## src/rtl/sport_pkg.sv

```systemverilog
package sport_pkg;
  localparam int REG_W  = 16;
  localparam int ADDR_W = 3;

  typedef enum logic [ADDR_W-1:0] {
    A_CFG  = 3'd0,
    A_CTL  = 3'd1,
    A_DATA = 3'd2,
    A_STAT = 3'd3,
    A_PRE  = 3'd4,
    A_INT  = 3'd5
  } reg_addr_e;

  // control register fields
  localparam int CTL_RXIE = 0;
  localparam int CTL_TXIE = 1;
  localparam int CTL_OVIE = 2;
  localparam int CTL_LOOP = 3;
  localparam int CTL_EN   = 4;
  localparam int CTL_W    = 7;

  // configuration register fields
  localparam int CFG_PHA = 6;
  localparam int CFG_POL = 7;
endpackage

```

## src/rtl/sport_fifo.sv

```systemverilog
module sport_fifo #(
  parameter int WIDTH = 16,
  parameter int DEPTH = 8,
  localparam int PW = (DEPTH > 1) ? $clog2(DEPTH) : 1,
  localparam int LW = $clog2(DEPTH + 1)
) (
  input  logic             clk,
  input  logic             rst,
  input  logic             push,
  input  logic [WIDTH-1:0] wdata,
  input  logic             pop,
  output logic [WIDTH-1:0] rdata,
  output logic [LW-1:0]    level
);
  logic [WIDTH-1:0] mem [DEPTH];
  logic [PW-1:0]    wp, rp;

  wire do_push = push && (level != LW'(DEPTH));
  wire do_pop  = pop && (level != '0);

  function automatic logic [PW-1:0] nxt(input logic [PW-1:0] p);
    return (p == PW'(DEPTH - 1)) ? '0 : p + 1'b1;
  endfunction

  // storage without reset so it maps onto RAM
  always_ff @(posedge clk) begin
    if (do_push) mem[wp] <= wdata;
  end

  always_ff @(posedge clk) begin
    if (rst) begin
      wp    <= '0;
      rp    <= '0;
      level <= '0;
    end else begin
      if (do_push) wp <= nxt(wp);
      if (do_pop)  rp <= nxt(rp);
      case ({do_push, do_pop})
        2'b10:   level <= level + 1'b1;
        2'b01:   level <= level - 1'b1;
        default: level <= level;
      endcase
    end
  end

  assign rdata = mem[rp];
endmodule

```

## src/rtl/sport_shifter.sv

```systemverilog
module sport_shifter #(
  parameter int WIDTH = 16,
  parameter int MIN_BITS = 4,
  localparam int SW = $clog2(WIDTH),
  localparam int CW = SW + 1
) (
  input  logic             clk,
  input  logic             rst,
  input  logic             en,
  input  logic             tick,
  input  logic             cpol,
  input  logic             cpha,
  input  logic [SW-1:0]    fcode,
  input  logic             loop,
  input  logic             tx_avail,
  input  logic [WIDTH-1:0] tx_data,
  input  logic             miso,
  output logic             tx_take,
  output logic             done,
  output logic [WIDTH-1:0] rx_data,
  output logic             active,
  output logic             sclk,
  output logic             mosi
);
  logic [SW-1:0]    fsz_q;
  logic             pha_q, act_q, ph_q, mosi_q;
  logic [CW-1:0]    cnt_q;
  logic [WIDTH-1:0] txs_q, rxs_q;

  wire [SW-1:0]    fsz_in  = (fcode < SW'(MIN_BITS - 1)) ? SW'(MIN_BITS - 1) : fcode;
  wire [WIDTH-1:0] aligned = tx_data << (SW'(WIDTH - 1) - fsz_in);
  wire [WIDTH-1:0] mask    = {WIDTH{1'b1}} >> (SW'(WIDTH - 1) - fsz_q);
  wire             lead    = ~cnt_q[0];
  wire             last    = (cnt_q == {fsz_q, 1'b1});
  wire             rx_bit  = loop ? mosi_q : miso;
  wire             smp     = pha_q ? !lead : lead;
  wire             drive   = pha_q ? lead : (!lead && !last);
  wire [WIDTH-1:0] rx_next = {rxs_q[WIDTH-2:0], rx_bit};

  assign tx_take = tick && en && !act_q && tx_avail;
  assign done    = tick && en && act_q && last;
  assign rx_data = (pha_q ? rx_next : rxs_q) & mask;
  assign active  = act_q;
  assign sclk    = ph_q ^ cpol;
  assign mosi    = mosi_q;

  always_ff @(posedge clk) begin
    if (rst) begin
      act_q  <= 1'b0;
      ph_q   <= 1'b0;
      cnt_q  <= '0;
      fsz_q  <= SW'(MIN_BITS - 1);
      pha_q  <= 1'b0;
      mosi_q <= 1'b0;
      txs_q  <= '0;
      rxs_q  <= '0;
    end else if (!en) begin
      act_q <= 1'b0;
      ph_q  <= 1'b0;
    end else if (tick) begin
      if (!act_q) begin
        if (tx_avail) begin
          act_q <= 1'b1;
          cnt_q <= '0;
          ph_q  <= 1'b0;
          fsz_q <= fsz_in;
          pha_q <= cpha;
          rxs_q <= '0;
          if (!cpha) begin
            mosi_q <= aligned[WIDTH-1];
            txs_q  <= aligned << 1;
          end else begin
            txs_q  <= aligned;
          end
        end
      end else begin
        ph_q  <= ~ph_q;
        cnt_q <= cnt_q + 1'b1;
        if (smp) rxs_q <= rx_next;
        if (drive) begin
          mosi_q <= txs_q[WIDTH-1];
          txs_q  <= txs_q << 1;
        end
        if (last) act_q <= 1'b0;
      end
    end
  end
endmodule

```

## src/rtl/sport_master.sv

```systemverilog
module sport_master
  import sport_pkg::*;
#(
  parameter int FIFO_DEPTH = 8,
  parameter int IRQ_LEVEL  = 4,
  parameter int MIN_BITS   = 4
) (
  input  logic              clk,
  input  logic              rst,
  input  logic              bus_sel,
  input  logic              bus_wr,
  input  logic [ADDR_W-1:0] bus_addr,
  input  logic [REG_W-1:0]  bus_wdata,
  output logic [REG_W-1:0]  bus_rdata,
  input  logic              sclk_tick,
  output logic              sclk,
  output logic              mosi,
  input  logic              miso,
  output logic              irq,
  output logic [7:0]        rate_sel,
  output logic [7:0]        prescale
);
  localparam int LW = $clog2(FIFO_DEPTH + 1);
  localparam int SW = $clog2(REG_W);

  logic [REG_W-1:0] cfg_q;
  logic [CTL_W-1:0] ctl_q;
  logic [7:0]       pre_q;
  logic             ovr_q, irq_q;
  logic [REG_W-1:0] rd_q;

  logic [LW-1:0]    tx_lvl, rx_lvl;
  logic [REG_W-1:0] tx_head, rx_head, frame_rx;
  logic             tx_take, frame_done, sh_active;

  wire wr_en  = bus_sel && bus_wr;
  wire rd_en  = bus_sel && !bus_wr;
  wire en     = ctl_q[CTL_EN];
  wire rx_full = (rx_lvl == LW'(FIFO_DEPTH));
  wire tx_full = (tx_lvl == LW'(FIFO_DEPTH));
  wire busy   = sh_active || (en && tx_lvl != '0);

  wire [2:0] int_id = {ovr_q && ctl_q[CTL_OVIE],
                       (tx_lvl <= LW'(IRQ_LEVEL)) && ctl_q[CTL_TXIE],
                       (rx_lvl >= LW'(IRQ_LEVEL)) && ctl_q[CTL_RXIE]};
  wire [4:0] stat = {busy, rx_full, rx_lvl != '0, !tx_full, tx_lvl == '0};

  sport_fifo #(.WIDTH(REG_W), .DEPTH(FIFO_DEPTH)) u_txq (
    .clk, .rst,
    .push  (wr_en && bus_addr == A_DATA),
    .wdata (bus_wdata),
    .pop   (tx_take),
    .rdata (tx_head),
    .level (tx_lvl)
  );

  sport_fifo #(.WIDTH(REG_W), .DEPTH(FIFO_DEPTH)) u_rxq (
    .clk, .rst,
    .push  (frame_done && !rx_full),
    .wdata (frame_rx),
    .pop   (rd_en && bus_addr == A_DATA),
    .rdata (rx_head),
    .level (rx_lvl)
  );

  sport_shifter #(.WIDTH(REG_W), .MIN_BITS(MIN_BITS)) u_shift (
    .clk, .rst, .en,
    .tick     (sclk_tick),
    .cpol     (cfg_q[CFG_POL]),
    .cpha     (cfg_q[CFG_PHA]),
    .fcode    (cfg_q[SW-1:0]),
    .loop     (ctl_q[CTL_LOOP]),
    .tx_avail (tx_lvl != '0),
    .tx_data  (tx_head),
    .miso,
    .tx_take,
    .done     (frame_done),
    .rx_data  (frame_rx),
    .active   (sh_active),
    .sclk,
    .mosi
  );

  always_ff @(posedge clk) begin
    if (rst) begin
      cfg_q <= '0;
      ctl_q <= '0;
      pre_q <= '0;
      ovr_q <= 1'b0;
      irq_q <= 1'b0;
      rd_q  <= '0;
    end else begin
      irq_q <= |int_id;
      if (wr_en) begin
        case (bus_addr)
          A_CFG:   cfg_q <= bus_wdata;
          A_CTL:   ctl_q <= bus_wdata[CTL_W-1:0];
          A_PRE:   pre_q <= bus_wdata[7:0];
          default: ;
        endcase
      end
      if (frame_done && rx_full)               ovr_q <= 1'b1;
      else if (wr_en && bus_addr == A_INT)     ovr_q <= 1'b0;
      if (rd_en) begin
        case (bus_addr)
          A_CFG:   rd_q <= cfg_q;
          A_CTL:   rd_q <= REG_W'(ctl_q);
          A_DATA:  rd_q <= (rx_lvl != '0) ? rx_head : '0;
          A_STAT:  rd_q <= REG_W'(stat);
          A_PRE:   rd_q <= REG_W'(pre_q);
          A_INT:   rd_q <= REG_W'(int_id);
          default: rd_q <= '0;
        endcase
      end
    end
  end

  assign bus_rdata = rd_q;
  assign irq       = irq_q;
  assign rate_sel  = cfg_q[15:8];
  assign prescale  = pre_q;
endmodule

```

## config.mk

```make
export PLATFORM = sky130hd
export DESIGN_NAME = sport_master
export DESIGN_NICKNAME = d
export VERILOG_FILES = /design/src/rtl/sport_pkg.sv /design/src/rtl/sport_fifo.sv /design/src/rtl/sport_shifter.sv /design/src/rtl/sport_master.sv
export SDC_FILE = /design/constraint.sdc
export NUM_CORES = 1
export LEC_CHECK = 0
export ABC_AREA = 1
export CELL_PAD_IN_SITES_DETAIL_PLACEMENT = 0
export CELL_PAD_IN_SITES_GLOBAL_PLACEMENT = 1
export CORE_MARGIN = 2
export CORE_UTILIZATION = 25
export DETAILED_ROUTE_END_ITERATION = 6
export DONT_BUFFER_PORTS = 1
export HOLD_SLACK_MARGIN = 0.15
export PLACE_DENSITY_LB_ADDON = 0.1
export SLEW_MARGIN = 20
export SYNTH_ARGS = -nofsm -noshare
export SYNTH_HDL_FRONTEND = slang
export SYNTH_HIERARCHICAL = 1
export SYNTH_SLANG_ARGS = --single-unit
```

## constraint.sdc

```tcl
create_clock -name clk -period 2.3 [get_ports clk]
set_input_delay 0.575 -clock clk [delete_from_list [all_inputs] [get_ports clk]]
set_output_delay 0.575 -clock clk [all_outputs]
set_load 0.005 [all_outputs]
```

### Yosys cells after proc, flatten, opt, wreduce, memory -nomap -nowiden

Memories as Yosys holds them, arrays and structs flattened. A register that Yosys moved wholly into a read port is not among the register bits.
Index checks and enable logic that the tools add are counted.

* order comparisons: 3
* shifts and indexed selects: 2
* muxes and demuxes: 41
* bitwise operators: 6
* add/sub/neg operators: 11
* eq/ne operators: 21
* reduce and logical (&&, ||, !) cells: 46

Operators with widths (count)
* two-way mux 16 bit: 9
* one-hot mux 16 bit (6 select lines): 1
* two-way mux 3 bit: 8
* logical AND 1 bit: 21
* equality test 3 bit, second input constant: 6
* two-way mux 1 bit: 18
* bitwise AND 16 bit: 1
* one-hot mux 4 bit (2 select lines): 2
* << shifter 16 x 4 -> 16 bit: 1
* >> shifter 16 x 4 -> 16 bit, first input constant: 1
* adder 3 x 1 -> 3 bit, second input constant: 4
* AND reduction 4 bit: 3
* two-way mux 5 bit: 2
* adder 4 x 1 -> 4 bit, second input constant: 2
* equality test 4 bit, second input constant: 2
* inequality test 4 bit, second input constant: 2
* AND reduction 2 bit: 4
* nonzero test 2 bit: 4
* nonzero test 4 bit: 2
* subtractor 4 x 1 -> 4 bit, second input constant: 2
* subtractor 4 bit, first input constant: 2
* equality test 3 x 2 -> 1 bit, second input constant: 2
* adder 5 x 1 -> 5 bit, second input constant: 1
* equality test 5 bit: 1
* other kinds (19): 29

* bits of input ports: 25
* memories: 2
* word-level logic and storage cells: 152
* bits in writable memories: 256
* register bits: 114
* output and inout port bits: 35

Memory list
* u_rxq.mem: depth 8, width 16, read ports 1, clocked after memory_dff 1, wr ports 1, RTL line sport_fifo.sv:15 `logic [WIDTH-1:0] mem [DEPTH];`
* u_txq.mem: depth 8, width 16, read ports 1, clocked after memory_dff 1, wr ports 1, RTL line sport_fifo.sv:15

### Logic depth before layout (Yosys ltp)

Gate-level depths: netlist (run 1).

* depth in word-level cells: 7
* gate-level depth with buffers: 19
* mapped depth without buffers: 19

### Cells and area by module

Netlist (run 1), hierarchy kept.

By module, submodules not included
* sport_fifo at u_txq: times used 1, seq. area each 4103.9 µm², cells each 453, area each 5690.5 µm²
* sport_fifo at u_rxq: times used 1, seq. area each 4103.9 µm², cells each 453, area each 5685.5 µm²
* sport_shifter: times used 1, seq. area each 900.9 µm², cells each 543, area each 3214.3 µm²
* sport_master: times used 1, seq. area each 980.9 µm², cells each 346, area each 2503.7 µm²

### Worst setup path before layout (run 1)

No wires, ideal clock.

* path kind: reg-to-reg
* start point: reg u_shift.fsz_q[2]
* end point: mem u_rxq.mem[0][0], enable pin
* stages on the path, launching flop included: 13
* library setup time: 0.388 ns
* path buffers: 0
* period minus slack after synthesis: 2.536 ns
* slack: -0.236 ns
* arrival time: 2.147 ns
* data required time: 1.912 ns
* cells stage by stage: dfxtp_1 > inv_2 > nand2_1 > o21ai_0 > nor2_1 > nand3_1 > nor3_1 > inv_1 > nor2_1 > nand2_2 > inv_1 > nand2_1 > nor2_1

* word-level cells in the longest chain between the ends: 6

Ends and longest elaborated chain
* start, declared: RTL line sport_shifter.sv:25 `logic [SW-1:0] fsz_q;`
* start signal, assigned: RTL line sport_shifter.sv:52 `fsz_q <= SW'(MIN_BITS - 1);`
* start signal, assigned: RTL line sport_shifter.sv:66 `fsz_q <= fsz_in;`
* equality test 5 bit: RTL line sport_shifter.sv:34 `wire last = (cnt_q == {fsz_q, 1'b1});`
* logical AND 1 bit: RTL line sport_shifter.sv:41 `assign done = tick && en && act_q && last;`
* named net frame_done: RTL line sport_master.sv:34 `logic tx_take, frame_done, sh_active;`
* logical AND 1 bit: RTL line sport_master.sv:59 `.push (frame_done && !rx_full),`
* logical AND 1 bit: RTL line sport_fifo.sv:18 `wire do_push = push && (level != LW'(DEPTH));`
* two-way mux 1 bit: RTL line sport_fifo.sv:27 `if (do_push) mem[wp] <= wdata;`
* two-way mux 1 bit (implied by the code): RTL line sport_fifo.sv:27
* end, declared: RTL line sport_fifo.sv:15

The timed path passes the listed nets, and every way through them passes these cells.

### Worst setup path after layout (run 1)

* start point: reg u_shift.fsz_q[0]
* end point: reg u_rxq.level[2]

* word-level cells in the longest chain between the ends: 6
* elaborated cells between the ends (all ways): 8
* those cells by class: 3 x eq/ne; 1 x mux; 4 x reduce/logical

Ends and longest elaborated chain
* equality test 5 bit *: RTL line sport_shifter.sv:34
* logical AND 1 bit *: RTL line sport_shifter.sv:41
* named net frame_done: RTL line sport_master.sv:34
* logical AND 1 bit *: RTL line sport_master.sv:59
* logical AND 1 bit *: RTL line sport_fifo.sv:18
* equality test 2 x 1 -> 1 bit or equality test 2 bit (tied branches): RTL line sport_fifo.sv:38 `case ({do_push, do_pop})`
* one-hot mux 4 bit (2 select lines) or nonzero test 2 bit (tied branches)
* end signal, assigned: RTL line sport_fifo.sv:39 `2'b10: level <= level + 1'b1;`
* end signal, assigned: RTL line sport_fifo.sv:40 `2'b01: level <= level - 1'b1;`
* end signal, assigned: RTL line sport_fifo.sv:41 `default: level <= level;`
* end, declared: RTL line sport_fifo.sv:13 `output logic [LW-1:0] level`

The timed path passes the listed nets; every way through them passes the cells marked *.
A chain may end at the register's enable or synchronous reset.

==> impl_metrics.json, run 1 <==
{
  "dp_hpwl_microns": 37600,
  "fin_nets": 1955,
  "cpPeakStageDelay_ns": 0.33,
  "synth_area_leaders": "edfxtp_1 45%, dfxtp_1 14%, nand2_1 7.2%",
  "drive_gt1_share_pct": 18.9,
  "grt_pass1_wl_microns": 85900,
  "coreArea_sq_um": 67400,
  "synth_area_sq_um": 17100,
  "yosysWarnings": 6,
  "synthCells": 1795,
  "final_core_util_pct": 31.5,
  "critPathTopFamily": "simple AND/OR/NAND/NOR gates",
  "cts-root-buf": "clkbuf_16",
  "yosysSeqAreaShare_pct": 59.0,
  "tns_ns": 0,
  "grt_usage_pct": 16.3,
  "final_cells": 2825,
  "worstMarginPinSlew_ns": 1.03,
  "grt_remaining_overflow": 0,
  "fp.dieH_microns": 265,
  "synth_area_leader_cell": "edfxtp_1",
  "drt-initial-drc-count": 772,
  "syn_nets": 1835,
  "numCtsBuffers": 46,
  "timing.rr.end": "u_rxq/level[2]$_SDFFE_PP0P_",
  "crit_path_start_kind": "flop",
  "synthFlopType": "edfxtp_1",
  "power.leakage_nw": 7.89,
  "crit_required_ns": 2.78,
  "netlist.area_leader.share_pct": 45.0,
  "placed_cell_area_sq_um": 18900,
  "cts.sinks": 376,
  "status": "finished, final reports clean",
  "synth_area_per_cell_sq_um": 9.52,
  "fin_area_sq_um": 21200,
  "clock_path_buffers": 3,
  "clk_pin_slew_ns": 0.06,
  "final_max_slew_viol_count": 0,
  "relSlewSlack_pct": 30.6,
  "cpMaxStageDelayCell": "dfxtp_2",
  "period_needed_ns": 2.22,
  "hold_viol": 0,
  "crit_fanout": 4,
  "wl_microns": 57200,
  "skew_ns": 0.0214,
  "cpMostUsedCell": "inv_2",
  "whs_path_depth": 2,
  "critPathKind": "reg2reg",
  "endpoint_kind": "flop",
  "layout_common_cells": "305 x nand2_1, 256 x edfxtp_1, 228 x nor2_1, 145 x nand3_1, 134 x o21ai_0",
  "min_from": "bus_wdata[2]",
  "cp_num_buf_inv": 5,
  "arrival_ns": 2.70,
  "grt_pass1_vias": 13021,
  "synth-edff-count": 256,
  "die_w_microns": 265,
  "worstReg2RegStart": "u_shift/fsz_q[0]$_SDFFE_PP1P_",
  "start_util_pct": 25.4,
  "grt_max_degree": 60,
  "min_to": "cfg_q[2]$_SDFFE_PP0P_",
  "path_cells": "inv_2 > nand2_2 > o21ai_2 > a21oi_2 > nand3_2 > nor3_2 > buf_4 > inv_2 > nor2_4 > nand2_4 > ha_4 > nand2_2 > inv_2 > nor2_4 > ha_2 > a21oi_2 > xnor2_1 > o21ai_1 > inv_1",
  "drc": 0,
  "fin_crit_sh_pct": 96.7,
  "hold_class": "in2reg",
  "ys_seq_elements": 376,
  "ios": 60,
  "max_freq_mhz": 450,
  "rrSetupSlack_ns": 0.08,
  "ant_nets": 0,
  "num_vias": 12986,
  "core.rowCount": 95,
  "finalSetupViolCount": 0,
  "viasPerCell": 4.60,
  "placed_cells_incl_taps": 2702,
  "clk_latency_ns": 0.60,
  "htreeDepth": 2,
  "final_common_cell": "nand2_1",
  "wire_per_inst_microns": 20.3,
  "synth_cell_type_count": 46,
  "antenna_found_initial": 8,
  "maxCapViolations": 0,
  "area_growth_pct": 24.2,
  "hold_slack_ns": 0.191,
  "rsz0062_at_grt": "true",
  "drt_pass1_iterations": 5,
  "port_buffers": 0,
  "die_area_sq_um": 70500,
  "worst_r2r_path_depth": 19,
  "async_flop_share_pct": 0,
  "globalplace.congestion": 0.776,
  "cts_tree": "yes",
  "ir_worst_vdd_uv": 470,
  "p_per_area_nw_per_um2": 703
}
-- sequential cells by signal, summed over array words and instances (netlist names), 5 cells and up, named ones only --
signal         flops
u_shift/txs_q     16
u_shift/cnt_q      5
cfg_q             16
u_rxq/mem        128
ctl_q              7
u_txq/mem        128
u_shift/rxs_q     16
bus_rdata         16
prescale           8
-- cells in the mapped netlist, types with 3 or more instances --
cell type and instances:
a21oi_1 83, dfxtp_1 120, mux2i_1 33, nand4_1 6
ha_1 15, buf_1 3, edfxtp_1 256, o21ai_2 6
nand2_1 326, o211ai_1 3, a22oi_1 16, inv_2 8
o21ai_1 47, o21ai_0 142, clkbuf_1 27, clkbuf_8 4
xnor2_1 6, nor2_2 12, nor4_1 5, nand3_1 164
nor3_1 5, buf_2 29, nand2_2 7, o22ai_1 32
buf_4 16, nand3_2 6, a21oi_2 9, buf_6 17
clkbuf_2 4, inv_1 105, xor2_1 5, nor2_1 253
a211oi_1 5
-- worst max-delay path by stage --
stage / cells after the start / to / startpoint / slack, ns
after floorplan: 12 / u_rxq/mem[0][0]$_DFFE_PP_ / u_shift/fsz_q[2]$_SDFFE_PP0P_ / -0.24
after global placement: 18 / u_rxq/level[2]$_SDFFE_PP0P_ / u_shift/fsz_q[2]$_SDFFE_PP0P_ / -0.32
after detailed placement: 19 / u_rxq/level[2]$_SDFFE_PP0P_ / u_shift/fsz_q[2]$_SDFFE_PP0P_ / -0.25
after CTS: 16 / u_rxq/mem[3][9]$_DFFE_PP_ / u_shift/fsz_q[0]$_SDFFE_PP1P_ / -0.04
after global routing: 17 / u_rxq/level[2]$_SDFFE_PP0P_ / u_shift/fsz_q[1]$_SDFFE_PP1P_ / -0.10
final: 19 / u_rxq/level[2]$_SDFFE_PP0P_ / u_shift/fsz_q[0]$_SDFFE_PP1P_ / 0.08
-- cell families (layout without fill, tap and decap cells) --
family | count (synthesis) | after routing | synth area share [%]
simple gates | 789 | 789 | 19.4
flops | 376 | 376 | 59.0
compound gates | 352 | 352 | 11.4
buf+inv | 219 | 374 | 6.54
mux | 33 | 33 | 1.93
fa+ha+maj | 15 | 15 | 1.10
xor+xnor | 11 | 11 | 0.564
other cells | 0 | 2 | 0
-- layout make-up --
| type | count | area (sq um) |
|---|---|---|
| clock buffer | 62 | 1250 |
| inverter | 117 | 454 |
| sequential | 376 | 10100 |
| tap | 873 | 1090 |
| multi-input combinational | 1200 | 6280 |
| antenna | 2 | 5.00 |
| timing repair buffer | 174 | 1800 |
| fill | 6969 | 46200 |
| clock inverter | 21 | 251 |
-- routing by layer --
metal	wire length, microns	share of wire, %	GRT usage (%)
met5	0	0	0
met2	27200	48	27.3
met4	1210	2.1	4.28
met1	25900	45	21.3
met3	2880	5.0	3.48
-- metrics by stage --
stage / power, mW / setup WS (ns)
6_report: 14.9 / 0.0756
5_1_grt: 15.5 / -0.101
4_1_cts: 15.2 / -0.0350
3_5_place_dp: 7.67 / -0.249
3_3_place_gp: 7.67 / -0.323
2_1_floorplan: 7.58 / -0.236
-- power by group --
group | internal (mW) | switching [mW]
sequential | 7.19 | 0.0252
clock | 4.28 | 2.99
combinational | 0.131 | 0.297
-- timing repair --
item | in CTS | in global routing
resized for setup | 41 | 82
cloned | 2 | 1
setup endpoints to repair | 137 | 155
buffers inserted | 17 | 4
hold buffers | 20 | 0
endpoints found under the hold margin | 204 | 0
pin swaps | 8 | 22
Power figures use the tool's default switching activity.
==> run 2: changes to the inputs <==
--- a/config.mk
+++ b/config.mk
@@ -14,6 +14,7 @@
 export DONT_BUFFER_PORTS = 1
 export HOLD_SLACK_MARGIN = 0.15
 export PLACE_DENSITY_LB_ADDON = 0.1
+export RECOVER_POWER = 100
 export SLEW_MARGIN = 20
 export SYNTH_ARGS = -nofsm -noshare
 export SYNTH_HDL_FRONTEND = slang
==> run 2 against run 1 <==
Against the previous run: clock power about the same; final cell count unchanged; clock skew decreased by 0.0013 ns; sequential power about the same; fmax increased by 0.21%; core utilization decreased by 0.065 points; non-clock buffer count unchanged; first-iteration DRC count increased by 4.3%; sequential share of layout area increased by 0.098 points; hold slack improved by 0.00083 ns; die area unchanged; largest cell class unchanged; largest power group unchanged.
==> impl_metrics.json, run 2 (synthesized netlist as in run 1, its figures left out) <==
{
  "status": "finished, final reports clean",
  "crit_fanout": 4,
  "cpMostUsedCell": "inv_2",
  "grt_pass1_wl_microns": 85900,
  "start_util_pct": 25.4,
  "antenna_found_initial": 8,
  "fin_area_sq_um": 21200,
  "cts-root-buf": "clkbuf_16",
  "p_per_area_nw_per_um2": 704,
  "rsz0062_at_grt": "true",
  "port_buffers": 0,
  "core.rowCount": 95,
  "max_freq_mhz": 450,
  "numCtsBuffers": 46,
  "layout_common_cells": "308 x nand2_1, 256 x edfxtp_1, 230 x nor2_1, 145 x nand3_1, 137 x o21ai_0",
  "ant_nets": 0,
  "fp.dieH_microns": 265,
  "globalplace.congestion": 0.776,
  "grt_remaining_overflow": 0,
  "fin_nets": 1955,
  "drt_pass1_iterations": 5,
  "grtUsageMet2_pct": 27.3,
  "num_vias": 12948,
  "grt.met3_usage_pct": 3.48,
  "hold_class": "in2reg",
  "htreeDepth": 2,
  "power.leakage_nw": 7.85,
  "worstMarginPinSlew_ns": 1.02,
  "die_area_sq_um": 70500,
  "grt_usage_pct": 16.3,
  "grt_max_degree": 60,
  "fin_crit_sh_pct": 96.5,
  "drc": 0,
  "clk_pin_slew_ns": 0.06,
  "crit_path_start_kind": "flop",
  "skew_ns": 0.0201,
  "gr-max-usage-layer": "met2",
  "final_max_slew_viol_count": 0,
  "placed_cell_area_sq_um": 18900,
  "wl_microns": 57200,
  "path_cells": "inv_2 > nand2_2 > o21ai_2 > a21oi_2 > nand3_2 > nor3_2 > buf_4 > inv_2 > nor2_4 > nand2_4 > ha_4 > nand2_2 > inv_2 > nor2_4 > ha_2 > a21oi_2 > xnor2_1 > o21ai_1 > inv_1",
  "rrSetupSlack_ns": 0.08,
  "grt_pass1_vias": 13021,
  "grt_use_met1_pct": 21.3,
  "area_growth_pct": 24.0,
  "fill_cells": 6983,
  "maxCapViolations": 0,
  "clock_path_buffers": 3,
  "final_core_util_pct": 31.4,
  "die_w_microns": 265,
  "coreArea_sq_um": 67400,
  "final_common_cell": "nand2_1",
  "critPathKind": "reg2reg",
  "finalSetupViolCount": 0,
  "arrival_ns": 2.70,
  "crit_required_ns": 2.78,
  "endpoint_kind": "flop",
  "top_regs": "u_rxq/mem x128, u_txq/mem x128",
  "wire_per_inst_microns": 20.3,
  "drive_gt1_share_pct": 18.1,
  "drt-initial-drc-count": 805,
  "dp_hpwl_microns": 37600,
  "cts.sinks": 376,
  "ios": 60,
  "period_needed_ns": 2.22,
  "cts_tree": "yes",
  "ir_worst_vdd_uv": 470,
  "cpMaxStageDelayCell": "dfxtp_2",
  "p_total_mw": 14.9,
  "clk_latency_ns": 0.60,
  "cpPeakStageDelay_ns": 0.33,
  "viasPerCell": 4.58,
  "relSlewSlack_pct": 31.3,
  "hold_viol": 0
}
==> run 2: cell type report <==
cell class | instances | area, sq um | area share (%)
antenna | 2 | 5.00 | 0.0236
clock buffer | 62 | 1250 | 5.91
clock inverter | 21 | 251 | 1.19
inverter | 117 | 454 | 2.14
multi-input combinational | 1200 | 6260 | 29.5
sequential | 376 | 10100 | 47.7
tap | 873 | 1090 | 5.15
timing repair buffer | 174 | 1780 | 8.38
==> run 2: worst paths after layout <==
kind	cells after the start	startpoint	endpoint
worst min register to register	2	ctl_q[5]$_SDFFE_PP0P_	ctl_q[5]$_SDFFE_PP0P_
worst max register to register	19	u_shift/fsz_q[0]$_SDFFE_PP1P_	u_rxq/level[2]$_SDFFE_PP0P_
worst max-delay path	19	u_shift/fsz_q[0]$_SDFFE_PP1P_	u_rxq/level[2]$_SDFFE_PP0P_
worst min-delay path	2	bus_wdata[2]	cfg_q[2]$_SDFFE_PP0P_
==> run 2: critical path, delay by kind of cell, from the launching register on <==
kind,cells,cell delay [ns]
buffers and inverters,5,0.33
AND/OR/NAND/NOR,7,0.66
AO/OA/AOI/OAI,4,0.34
XOR/XNOR,1,0.12
adder cells (fa/ha/maj),2,0.36
flip-flops,1,0.33
==> run 2: repair_timing <==
item	4_1_cts	5_1_grt
endpoints found under the hold margin	204	0
resized for setup	41	82
gates cloned	2	1
pin swaps	8	22
hold buffers	20	0
setup endpoints to repair	137	155
buffers inserted	17	4
==> run 2: metrics by stage <==
stage                     setup WS, ns  TNS [ns]  cells  hold WS [ns]
after floorplan                 -0.236    -22.41   1795         0.430
after global placement          -0.323    -22.53   2702         0.450
after detailed placement        -0.249    -24.86   2702         0.455
after CTS                      -0.0350    -0.487   2823         0.151
after global routing            -0.101    -0.633   2824         0.180
final                           0.0802         0   2825         0.192
==> run 2: metal layers <==
layer	share of wire (%)	vias up
li1	-	6422
met1	45	6265
met2	48	193
met3	5.0	68
met4	2.1	0
met5	0	-
==> run 2: power by group <==
group	internal (mW)	leakage (nW)	switching (mW)
logic	0.127	3.70	0.296
clock network	4.28	0.725	2.99
registers	7.19	3.43	0.0251
total	11.6	7.85	3.31
